<file path="config.mk">
export PLATFORM = sky130hd
export DESIGN_NAME = mdio_mgmt_master
export DESIGN_NICKNAME = d
export VERILOG_FILES = /design/src/rtl/mdio_pkg.sv /design/src/rtl/mdio_clk_div.sv /design/src/rtl/mdio_frame_shifter.sv /design/src/rtl/mdio_reg_bank.sv /design/src/rtl/mdio_mgmt_master.sv
export SDC_FILE = /design/constraint.sdc
export NUM_CORES = 1
export LEC_CHECK = 0
export ABC_AREA = 1
export BUFFER_PORTS_ARGS = -buffer_cell sky130_fd_sc_hd__buf_2
export CAP_MARGIN = 20
export CORE_MARGIN = 4
export CORE_UTILIZATION = 39
export DETAILED_ROUTE_END_ITERATION = 16
export GPL_TIMING_DRIVEN = 0
export HOLD_SLACK_MARGIN = 0.05
export PLACE_DENSITY = 0.56
export SLEW_MARGIN = 10
export SYNTH_ARGS = -nofsm -noshare
export SYNTH_HDL_FRONTEND = slang
export SYNTH_SLANG_ARGS = --single-unit
</file>
<file path="constraint.sdc">
create_clock -name clk -period 2.2 [get_ports clk]
set_clock_uncertainty 0.2 [all_clocks]
set_input_delay 0.11 -clock clk [delete_from_list [all_inputs] [get_ports clk]]
set_output_delay 0.11 -clock clk [all_outputs]
set_load 0.01 [all_outputs]
</file>
<file path="src/rtl/mdio_pkg.sv">
package mdio_pkg;
   localparam int PHY_BITS   = 5;
   localparam int REGA_BITS  = 5;
   localparam int DATA_BITS  = 16;
   localparam int PRE_BITS   = 32;
   localparam int FRAME_LEN  = PRE_BITS + 4 + PHY_BITS + REGA_BITS + 2 + DATA_BITS;
   localparam int TA2_IDX    = PRE_BITS + 4 + PHY_BITS + REGA_BITS + 1;
   localparam int DATA0_IDX  = TA2_IDX + 1;
   localparam logic [1:0] SOF      = 2'b01;
   localparam logic [1:0] OP_READ  = 2'b10;
   localparam logic [1:0] OP_WRITE = 2'b01;
   localparam logic [1:0] TA_WRITE = 2'b10;
   localparam logic [1:0] TA_READ  = 2'b11;
endpackage

</file>
<file path="src/rtl/mdio_clk_div.sv">
module mdio_clk_div #(
   parameter int HALF_PERIOD = 4
) (
   input  logic clk,
   input  logic rst_n,
   output logic mdc,
   output logic rise_stb,
   output logic fall_stb
);
   localparam int CW = (HALF_PERIOD > 1) ? $clog2(HALF_PERIOD) : 1;

   logic [CW-1:0] cnt;
   logic          tick;

   generate
      if (HALF_PERIOD < 1) begin : g_bad_half
         $error("HALF_PERIOD must be at least 1");
      end
      if (HALF_PERIOD == 1) begin : g_tick_every
         assign tick = 1'b1;
      end else begin : g_tick_count
         assign tick = (cnt == CW'(HALF_PERIOD - 1));
      end
   endgenerate

   always_ff @(posedge clk) begin
      if (!rst_n) begin
         cnt <= '0;
         mdc <= 1'b0;
      end else if (tick) begin
         cnt <= '0;
         mdc <= ~mdc;
      end else begin
         cnt <= cnt + 1'b1;
      end
   end

   assign rise_stb = tick & ~mdc;
   assign fall_stb = tick &  mdc;

   p_half_period_r10 : assert property (@(posedge clk) disable iff (!rst_n)
      rise_stb |=> (mdc && !fall_stb));
endmodule

</file>
<file path="src/rtl/mdio_frame_shifter.sv">
module mdio_frame_shifter
   import mdio_pkg::*;
(
   input  logic                 clk,
   input  logic                 rst_n,
   input  logic                 fall_stb,
   input  logic                 rise_stb,
   input  logic                 start,
   input  logic                 start_rd,
   input  logic [PHY_BITS-1:0]  start_phy,
   input  logic [REGA_BITS-1:0] start_reg,
   input  logic [DATA_BITS-1:0] start_data,
   input  logic                 mdio_i,
   output logic                 mdio_o,
   output logic                 mdio_oe,
   output logic                 busy,
   output logic                 done,
   output logic                 done_rd,
   output logic [DATA_BITS-1:0] rd_word,
   output logic                 ta_fail
);
   localparam int CNT_W = $clog2(FRAME_LEN + 1);
   localparam int IDX_W = $clog2(FRAME_LEN);

   generate
      if (DATA_BITS < 2) begin : g_bad_data
         $error("DATA_BITS must be at least 2");
      end
   endgenerate

   logic [FRAME_LEN-1:0] frame_q;
   logic [CNT_W-1:0]     next_q;
   logic [IDX_W-1:0]     cur_q;
   logic                 active_q, driven_q, is_rd_q, ta_q;
   logic [DATA_BITS-1:0] sh_q;
   logic [FRAME_LEN-1:0] frame_init;

   always_comb begin
      frame_init = {{PRE_BITS{1'b1}}, SOF,
                    start_rd ? OP_READ : OP_WRITE,
                    start_phy, start_reg,
                    start_rd ? TA_READ : TA_WRITE,
                    start_rd ? {DATA_BITS{1'b1}} : start_data};
   end

   assign done    = active_q & driven_q & rise_stb & (cur_q == IDX_W'(FRAME_LEN - 1));
   assign done_rd = is_rd_q;
   assign rd_word = {sh_q[DATA_BITS-2:0], mdio_i};
   assign ta_fail = is_rd_q & ta_q;
   assign busy    = active_q;

   always_ff @(posedge clk) begin
      if (!rst_n) begin
         frame_q  <= '0;
         next_q   <= '0;
         cur_q    <= '0;
         active_q <= 1'b0;
         driven_q <= 1'b0;
         is_rd_q  <= 1'b0;
         ta_q     <= 1'b0;
         sh_q     <= '0;
         mdio_o   <= 1'b1;
         mdio_oe  <= 1'b0;
      end else if (!active_q) begin
         if (start) begin
            frame_q  <= frame_init;
            next_q   <= '0;
            active_q <= 1'b1;
            driven_q <= 1'b0;
            is_rd_q  <= start_rd;
            ta_q     <= 1'b0;
         end
      end else begin
         if (fall_stb && (next_q < CNT_W'(FRAME_LEN))) begin
            mdio_o   <= frame_q[FRAME_LEN-1];
            mdio_oe  <= !(is_rd_q && (next_q >= CNT_W'(TA2_IDX)));
            frame_q  <= {frame_q[FRAME_LEN-2:0], 1'b1};
            cur_q    <= next_q[IDX_W-1:0];
            next_q   <= next_q + 1'b1;
            driven_q <= 1'b1;
         end
         if (rise_stb && driven_q) begin
            if (cur_q == IDX_W'(TA2_IDX)) ta_q <= mdio_i;
            if (cur_q >= IDX_W'(DATA0_IDX)) sh_q <= {sh_q[DATA_BITS-2:0], mdio_i};
            if (done) begin
               active_q <= 1'b0;
               mdio_oe  <= 1'b0;
            end
         end
      end
   end

   p_done_idle_r4 : assert property (@(posedge clk) disable iff (!rst_n)
      done |=> !busy);
   p_read_release_r3 : assert property (@(posedge clk) disable iff (!rst_n)
      (busy && is_rd_q && driven_q && (cur_q >= IDX_W'(TA2_IDX))) |-> !mdio_oe);
endmodule

</file>
<file path="src/rtl/mdio_reg_bank.sv">
module mdio_reg_bank
   import mdio_pkg::*;
#(
   parameter int              AW      = 8,
   parameter logic [AW-1:0]   OFS_CFG = 8'h30,
   parameter logic [AW-1:0]   OFS_CTL = 8'h34,
   parameter logic [AW-1:0]   OFS_DAT = 8'h38,
   parameter logic [AW-1:0]   OFS_ADR = 8'h3C
) (
   input  logic                 clk,
   input  logic                 rst_n,
   input  logic                 big_endian,
   input  logic                 bus_sel,
   input  logic                 bus_we,
   input  logic [AW-1:0]        bus_addr,
   input  logic [31:0]          bus_wdata,
   output logic [31:0]          bus_rdata,
   input  logic                 busy,
   input  logic                 done,
   input  logic                 done_rd,
   input  logic [DATA_BITS-1:0] rd_word,
   input  logic                 ta_fail,
   output logic                 start,
   output logic                 start_rd,
   output logic [PHY_BITS-1:0]  start_phy,
   output logic [REGA_BITS-1:0] start_reg,
   output logic [DATA_BITS-1:0] start_data
);
   localparam int NBYTES = 4;
   localparam int RD_BIT = 15;

   logic [31:0] wd_swap, rd_raw, rd_swap, wd, rd_word32;
   logic [PHY_BITS-1:0]  phy_q;
   logic [REGA_BITS-1:0] reg_q;
   logic [DATA_BITS-1:0] dat_q, adr_q;
   logic                 rdcmd_q, enc45_q, rderr_q;
   logic                 wr_cfg, wr_ctl, wr_dat, wr_adr, ctl_start, dat_start;

   generate
      for (genvar b = 0; b < NBYTES; b++) begin : g_swap
         assign wd_swap[8*b +: 8] = bus_wdata[8*(NBYTES-1-b) +: 8];
         assign rd_swap[8*b +: 8] = rd_raw[8*(NBYTES-1-b) +: 8];
      end
   endgenerate

   assign wd        = big_endian ? wd_swap : bus_wdata;
   assign bus_rdata = big_endian ? rd_swap : rd_raw;

   assign wr_cfg = bus_sel & bus_we & (bus_addr == OFS_CFG);
   assign wr_ctl = bus_sel & bus_we & (bus_addr == OFS_CTL);
   assign wr_dat = bus_sel & bus_we & (bus_addr == OFS_DAT);
   assign wr_adr = bus_sel & bus_we & (bus_addr == OFS_ADR);

   assign ctl_start = wr_ctl & ~busy & wd[RD_BIT];
   assign dat_start = wr_dat & ~busy & ~rdcmd_q;

   assign start      = ctl_start | dat_start;
   assign start_rd   = ctl_start;
   assign start_phy  = wr_ctl ? wd[REGA_BITS +: PHY_BITS] : phy_q;
   assign start_reg  = wr_ctl ? wd[REGA_BITS-1:0] : reg_q;
   assign start_data = wd[DATA_BITS-1:0];

   always_ff @(posedge clk) begin
      if (!rst_n) begin
         phy_q   <= '0;
         reg_q   <= '0;
         dat_q   <= '0;
         adr_q   <= '0;
         rdcmd_q <= 1'b0;
         enc45_q <= 1'b0;
         rderr_q <= 1'b0;
      end else begin
         if (wr_cfg) enc45_q <= wd[6];
         if (wr_adr) adr_q <= wd[DATA_BITS-1:0];
         if (wr_ctl && !busy) begin
            phy_q   <= wd[REGA_BITS +: PHY_BITS];
            reg_q   <= wd[REGA_BITS-1:0];
            rdcmd_q <= wd[RD_BIT];
         end
         if (wr_dat && !busy) dat_q <= wd[DATA_BITS-1:0];
         if (start) rderr_q <= 1'b0;
         if (done) begin
            rderr_q <= ta_fail;
            if (done_rd) dat_q <= rd_word;
         end
      end
   end

   assign rd_word32 = {{(32-DATA_BITS){1'b0}}, dat_q};

   always_comb begin
      rd_raw = '0;
      if (bus_addr == OFS_CFG) begin
         rd_raw[31] = busy;
         rd_raw[6]  = enc45_q;
         rd_raw[1]  = rderr_q;
      end else if (bus_addr == OFS_CTL) begin
         rd_raw[RD_BIT] = rdcmd_q;
         rd_raw[REGA_BITS +: PHY_BITS] = phy_q;
         rd_raw[REGA_BITS-1:0] = reg_q;
      end else if (bus_addr == OFS_DAT) begin
         rd_raw = rd_word32;
      end else if (bus_addr == OFS_ADR) begin
         rd_raw[DATA_BITS-1:0] = adr_q;
      end
   end

   p_no_start_busy_r6 : assert property (@(posedge clk) disable iff (!rst_n)
      busy |-> !start);
   p_err_clear_r5 : assert property (@(posedge clk) disable iff (!rst_n)
      start |=> !rderr_q);
endmodule

</file>
<file path="src/rtl/mdio_mgmt_master.sv">
module mdio_mgmt_master
   import mdio_pkg::*;
#(
   parameter int MDC_HALF = 4
) (
   input  logic        clk,
   input  logic        rst_n,
   input  logic        big_endian,
   input  logic        bus_sel,
   input  logic        bus_we,
   input  logic [7:0]  bus_addr,
   input  logic [31:0] bus_wdata,
   output logic [31:0] bus_rdata,
   output logic        mdc,
   output logic        mdio_o,
   output logic        mdio_oe,
   input  logic        mdio_i
);
   logic                 rise_stb, fall_stb;
   logic                 start, start_rd, busy, done, done_rd, ta_fail;
   logic [PHY_BITS-1:0]  start_phy;
   logic [REGA_BITS-1:0] start_reg;
   logic [DATA_BITS-1:0] start_data, rd_word;

   mdio_clk_div #(.HALF_PERIOD(MDC_HALF)) u_div (
      .clk(clk), .rst_n(rst_n), .mdc(mdc),
      .rise_stb(rise_stb), .fall_stb(fall_stb)
   );

   mdio_reg_bank #(.AW(8)) u_regs (
      .clk(clk), .rst_n(rst_n), .big_endian(big_endian),
      .bus_sel(bus_sel), .bus_we(bus_we), .bus_addr(bus_addr),
      .bus_wdata(bus_wdata), .bus_rdata(bus_rdata),
      .busy(busy), .done(done), .done_rd(done_rd), .rd_word(rd_word),
      .ta_fail(ta_fail), .start(start), .start_rd(start_rd),
      .start_phy(start_phy), .start_reg(start_reg), .start_data(start_data)
   );

   mdio_frame_shifter u_shift (
      .clk(clk), .rst_n(rst_n), .fall_stb(fall_stb), .rise_stb(rise_stb),
      .start(start), .start_rd(start_rd), .start_phy(start_phy),
      .start_reg(start_reg), .start_data(start_data), .mdio_i(mdio_i),
      .mdio_o(mdio_o), .mdio_oe(mdio_oe), .busy(busy), .done(done),
      .done_rd(done_rd), .rd_word(rd_word), .ta_fail(ta_fail)
   );

   p_busy_after_start_r4 : assert property (@(posedge clk) disable iff (!rst_n)
      start |=> busy);
   p_drive_on_fall_r10 : assert property (@(posedge clk) disable iff (!rst_n)
      !$stable(mdio_o) |-> $fell(mdc));
endmodule

</file>
==> metrics.txt <==
status=finished, final reports clean; CTS Buf Count=17; Fin. Hold Viols=0; crit path DAT=1.68 ns; R2R Path End=u_regs.dat_q[15]$_SDFF_PN0_; IO buf count=79; synthesized net count=1,104; placed cell area=7584 um2; placer congestion estimate=0.8912; DRC=0; mapped cell area=6907 um2; Yosys warnings=0; post_cts resized=0; largest net degree at the start of global routing=17; register area=2923 um2; CP startpoint kind=primary input; initial antenna violation count=0; sequential area share after synthesis=42.32%; final instance area=8287 um2; global routing usage on met3=4.071%; Area contributors post-synth=dfxtp_1 42%, nand2_1 15%, nor2_1 13%, o21ai_0 5.6%, nand3_1 5.1%; reg2reg start=u_div.cnt[0]$_SDFF_PP0_; Die ar.=19,900 um2; Min Clock Period, post-route=1.989 ns; total of max-cap violations=0; Placement Rows=48; crit share post-route=90.41%; Initial DRC Count=458; first-pass GRT wire length=33,780 um; clk slew on worst S/H paths=0.06 ns; Worst R2R Setup Slack=0.23 ns; Routed Antenna Nets=0; CTS HTree Levels=4; synthesized flop and latch total=146; critical path class=in2out; largest area contributor in the synthesized netlist=dfxtp_1; met2 global-route usage=32.91%; Max VDD drop=0.0005459 V; DR vias=6,787; RSZ-0062 raised after global routing=no; Max Slew Vio Count=0; Post-CTS Setup Inserts=0; Core Footprint=17,300 um2; Die X=141.1 um; Fmax=0.5028 GHz; Cells after Synth=1,056; clk root buf=clkbuf_16; WL/cell=14.69 um; Worst Hold Class=in2reg; layout cells sized above 1=13.42%; setup TNS=0 ns; Total Wirelength=20,600 um; hpwl dp=15,300 um; 1st-pass router iterations=5; R2R cell count=8; Nets=1,212; Area Overhead vs Synth=19.98%; clock sinks=146; slew of the pin with the lowest slew margin=0.6654 ns; Pleak=0.003889 uW; Worst Hold End=u_regs.phy_q[0]$_SDFFE_PN0P_; Critical Path RT=1.89 ns; GR Util met1=29.51%; Vias/cell=4.841; final setup fails=0; Critical path origin=bus_addr[1]; fill cell count=1,871; CP Capture Type=output pin; CTS tree=done; Yosys cell types=33; max_slew headroom=55.64%; hold_sp=bus_addr[6]; Max clock buf depth=2; Power Density=710.6 nW/um2; Antenna Cells=0; vias in the first global route=6,357; worst-path fanout max=10; post-synth top area share=42.32%; Initial Utilization=39.93%; Worst-Skew Late Latency=0.42 ns; number of top-level pins=81; GRT Overall Usage=21.33%; area of the multi-input gates=3353 um2; busiest layer in global routing=met2; GRT overflow=0; die height=141.1 um; Syn Area/Cell=6.540 um2; hold path depth=6
worst max-delay path, stage by stage:
cell and delay [ns]:
buf_2 0.12, nor2_4 0.15, nand3_4 0.13, nor2_4 0.21
buf_1 0.40, nand2_1 0.12, o211ai_1 0.18, nand2_1 0.08
inv_1 0.06, buf_2 0.12
flip-flops by register name, indices dropped and copies added, names as in the netlist:
register / cells
u_shift.busy: 1
u_regs.adr_q: 16
u_regs.rdcmd_q: 1
u_shift.frame_q: 64
u_shift.sh_q: 15
u_shift.mdio_oe: 1
u_regs.dat_q: 16
u_shift.mdio_o: 1
u_regs.phy_q: 5
u_shift.cur_q: 6
u_shift.next_q: 7
u_shift.ta_q: 1
u_shift.done_rd: 1
u_regs.reg_q: 5
u_shift.driven_q: 1
u_regs.rderr_q: 1
u_div.cnt: 2
u_regs.enc45_q: 1
u_div.mdc: 1
kinds of logic (layout without fill, tap and decap cells):
logic type | after synthesis | in the layout | share of synthesized area [%]
AOI/OAI and AO/OA | 152 | 152 | 11.47
adders and majority gates | 2 | 2 | 0.3623
buffers and inverters | 151 | 272 | 9.131
and+or+nand+nor | 603 | 603 | 36.47
xor gates and xnor gates | 2 | 2 | 0.2537
DFF | 146 | 146 | 42.32
routing by layer:
layer  vias to the layer above  part of all wire (%)
li1                       3556                     -
met1                      3040                    49
met2                       163                    43
met3                        28                   5.1
met4                         0                   2.7
met5                         -                     0
synth_stat cells:
library cell,number
nand2_2,1
nand3_4,3
nor2_8,1
o21a_1,1
clkinv_1,1
nor3_1,5
buf_4,7
and3_1,1
nand3_2,3
dfxtp_1,146
nand2_1,270
o211ai_1,10
nand3_1,70
nor3_4,1
nand2_4,1
nor2_1,231
o21ai_0,77
buf_1,7
inv_2,6
a21oi_1,50
nand3b_1,1
buf_6,2
xor2_1,2
clkbuf_1,28
a211oi_1,1
o21ai_1,12
nor3_2,1
nor2_4,3
inv_1,82
o22ai_1,1
ha_1,2
nand4_1,11
buf_2,18
timing repair:
item	4_1_cts	5_1_grt
hold buffers	11	0
endpoints found under the setup margin	0	2
hold endpoints to repair	23	0
where the power goes:
part	internal (uW)	total (uW)	switching, uW
Sequential	2650	2660	3.77
Combinational	102	328	226
Clock	1710	2900	1200
Total	4460	5890	1430
layout by cell type, fill, tap and decap left out, drive strengths merged:
| cell type | instances |
|---|---|
| inv | 89 |
| buf | 113 |
| nand3b | 1 |
| nand2 | 272 |
| o22ai | 1 |
| nand4 | 11 |
| clkinv | 6 |
| nor2 | 235 |
| bufinv | 2 |
| dfxtp | 146 |
| o211ai | 10 |
| o21a | 1 |
| o21ai | 89 |
| and3 | 1 |
| ha | 2 |
| clkbuf | 45 |
| a21oi | 50 |
| clkinvlp | 6 |
| nor3 | 7 |
| xor2 | 2 |
| dlygate4sd3 | 11 |
| nand3 | 76 |
| a211oi | 1 |
per-stage QoR:
stage / hold slack (ns) / util (%) / power, uW / worst slack [ns] / cells
2_1_floorplan: 0.04490 / - / 2888 / 0.4896 / 1056
3_3_place_gp: 0.2162 / 43.84 / 3026 / 0.2012 / 1360
3_5_place_dp: 0.2183 / 43.84 / 3027 / 0.1893 / 1360
4_1_cts: 0.05122 / 47.93 / 5935 / 0.02609 / 1403
5_1_grt: 0.05652 / 47.91 / 6111 / 0.01865 / 1402
6_report: 0.07028 / 47.91 / 5889 / 0.2110 / 1402
final cells by class:
cell class	instances	share of cell area (%)
sequential	146	35.27
clock buffer	18	5.300
inverter	89	4.031
tap	225	3.397
buffer	61	3.533
timing repair buffer	90	6.100
multi-input combinational	759	40.47
clock inverter	14	1.902
worst max path at each step:
stage / depth (start not counted) / end
global placement: 10 / u_shift.frame_q[26]$_SDFFE_PN0P_
global route: 8 / u_shift.frame_q[55]$_SDFFE_PN0P_
floorplan: 7 / u_regs.dat_q[12]$_SDFF_PN0_
finish: 10 / bus_rdata[24]
detailed placement: 10 / u_shift.frame_q[26]$_SDFFE_PN0P_
CTS: 7 / bus_rdata[7]
(Power assumes the default switching activity.)
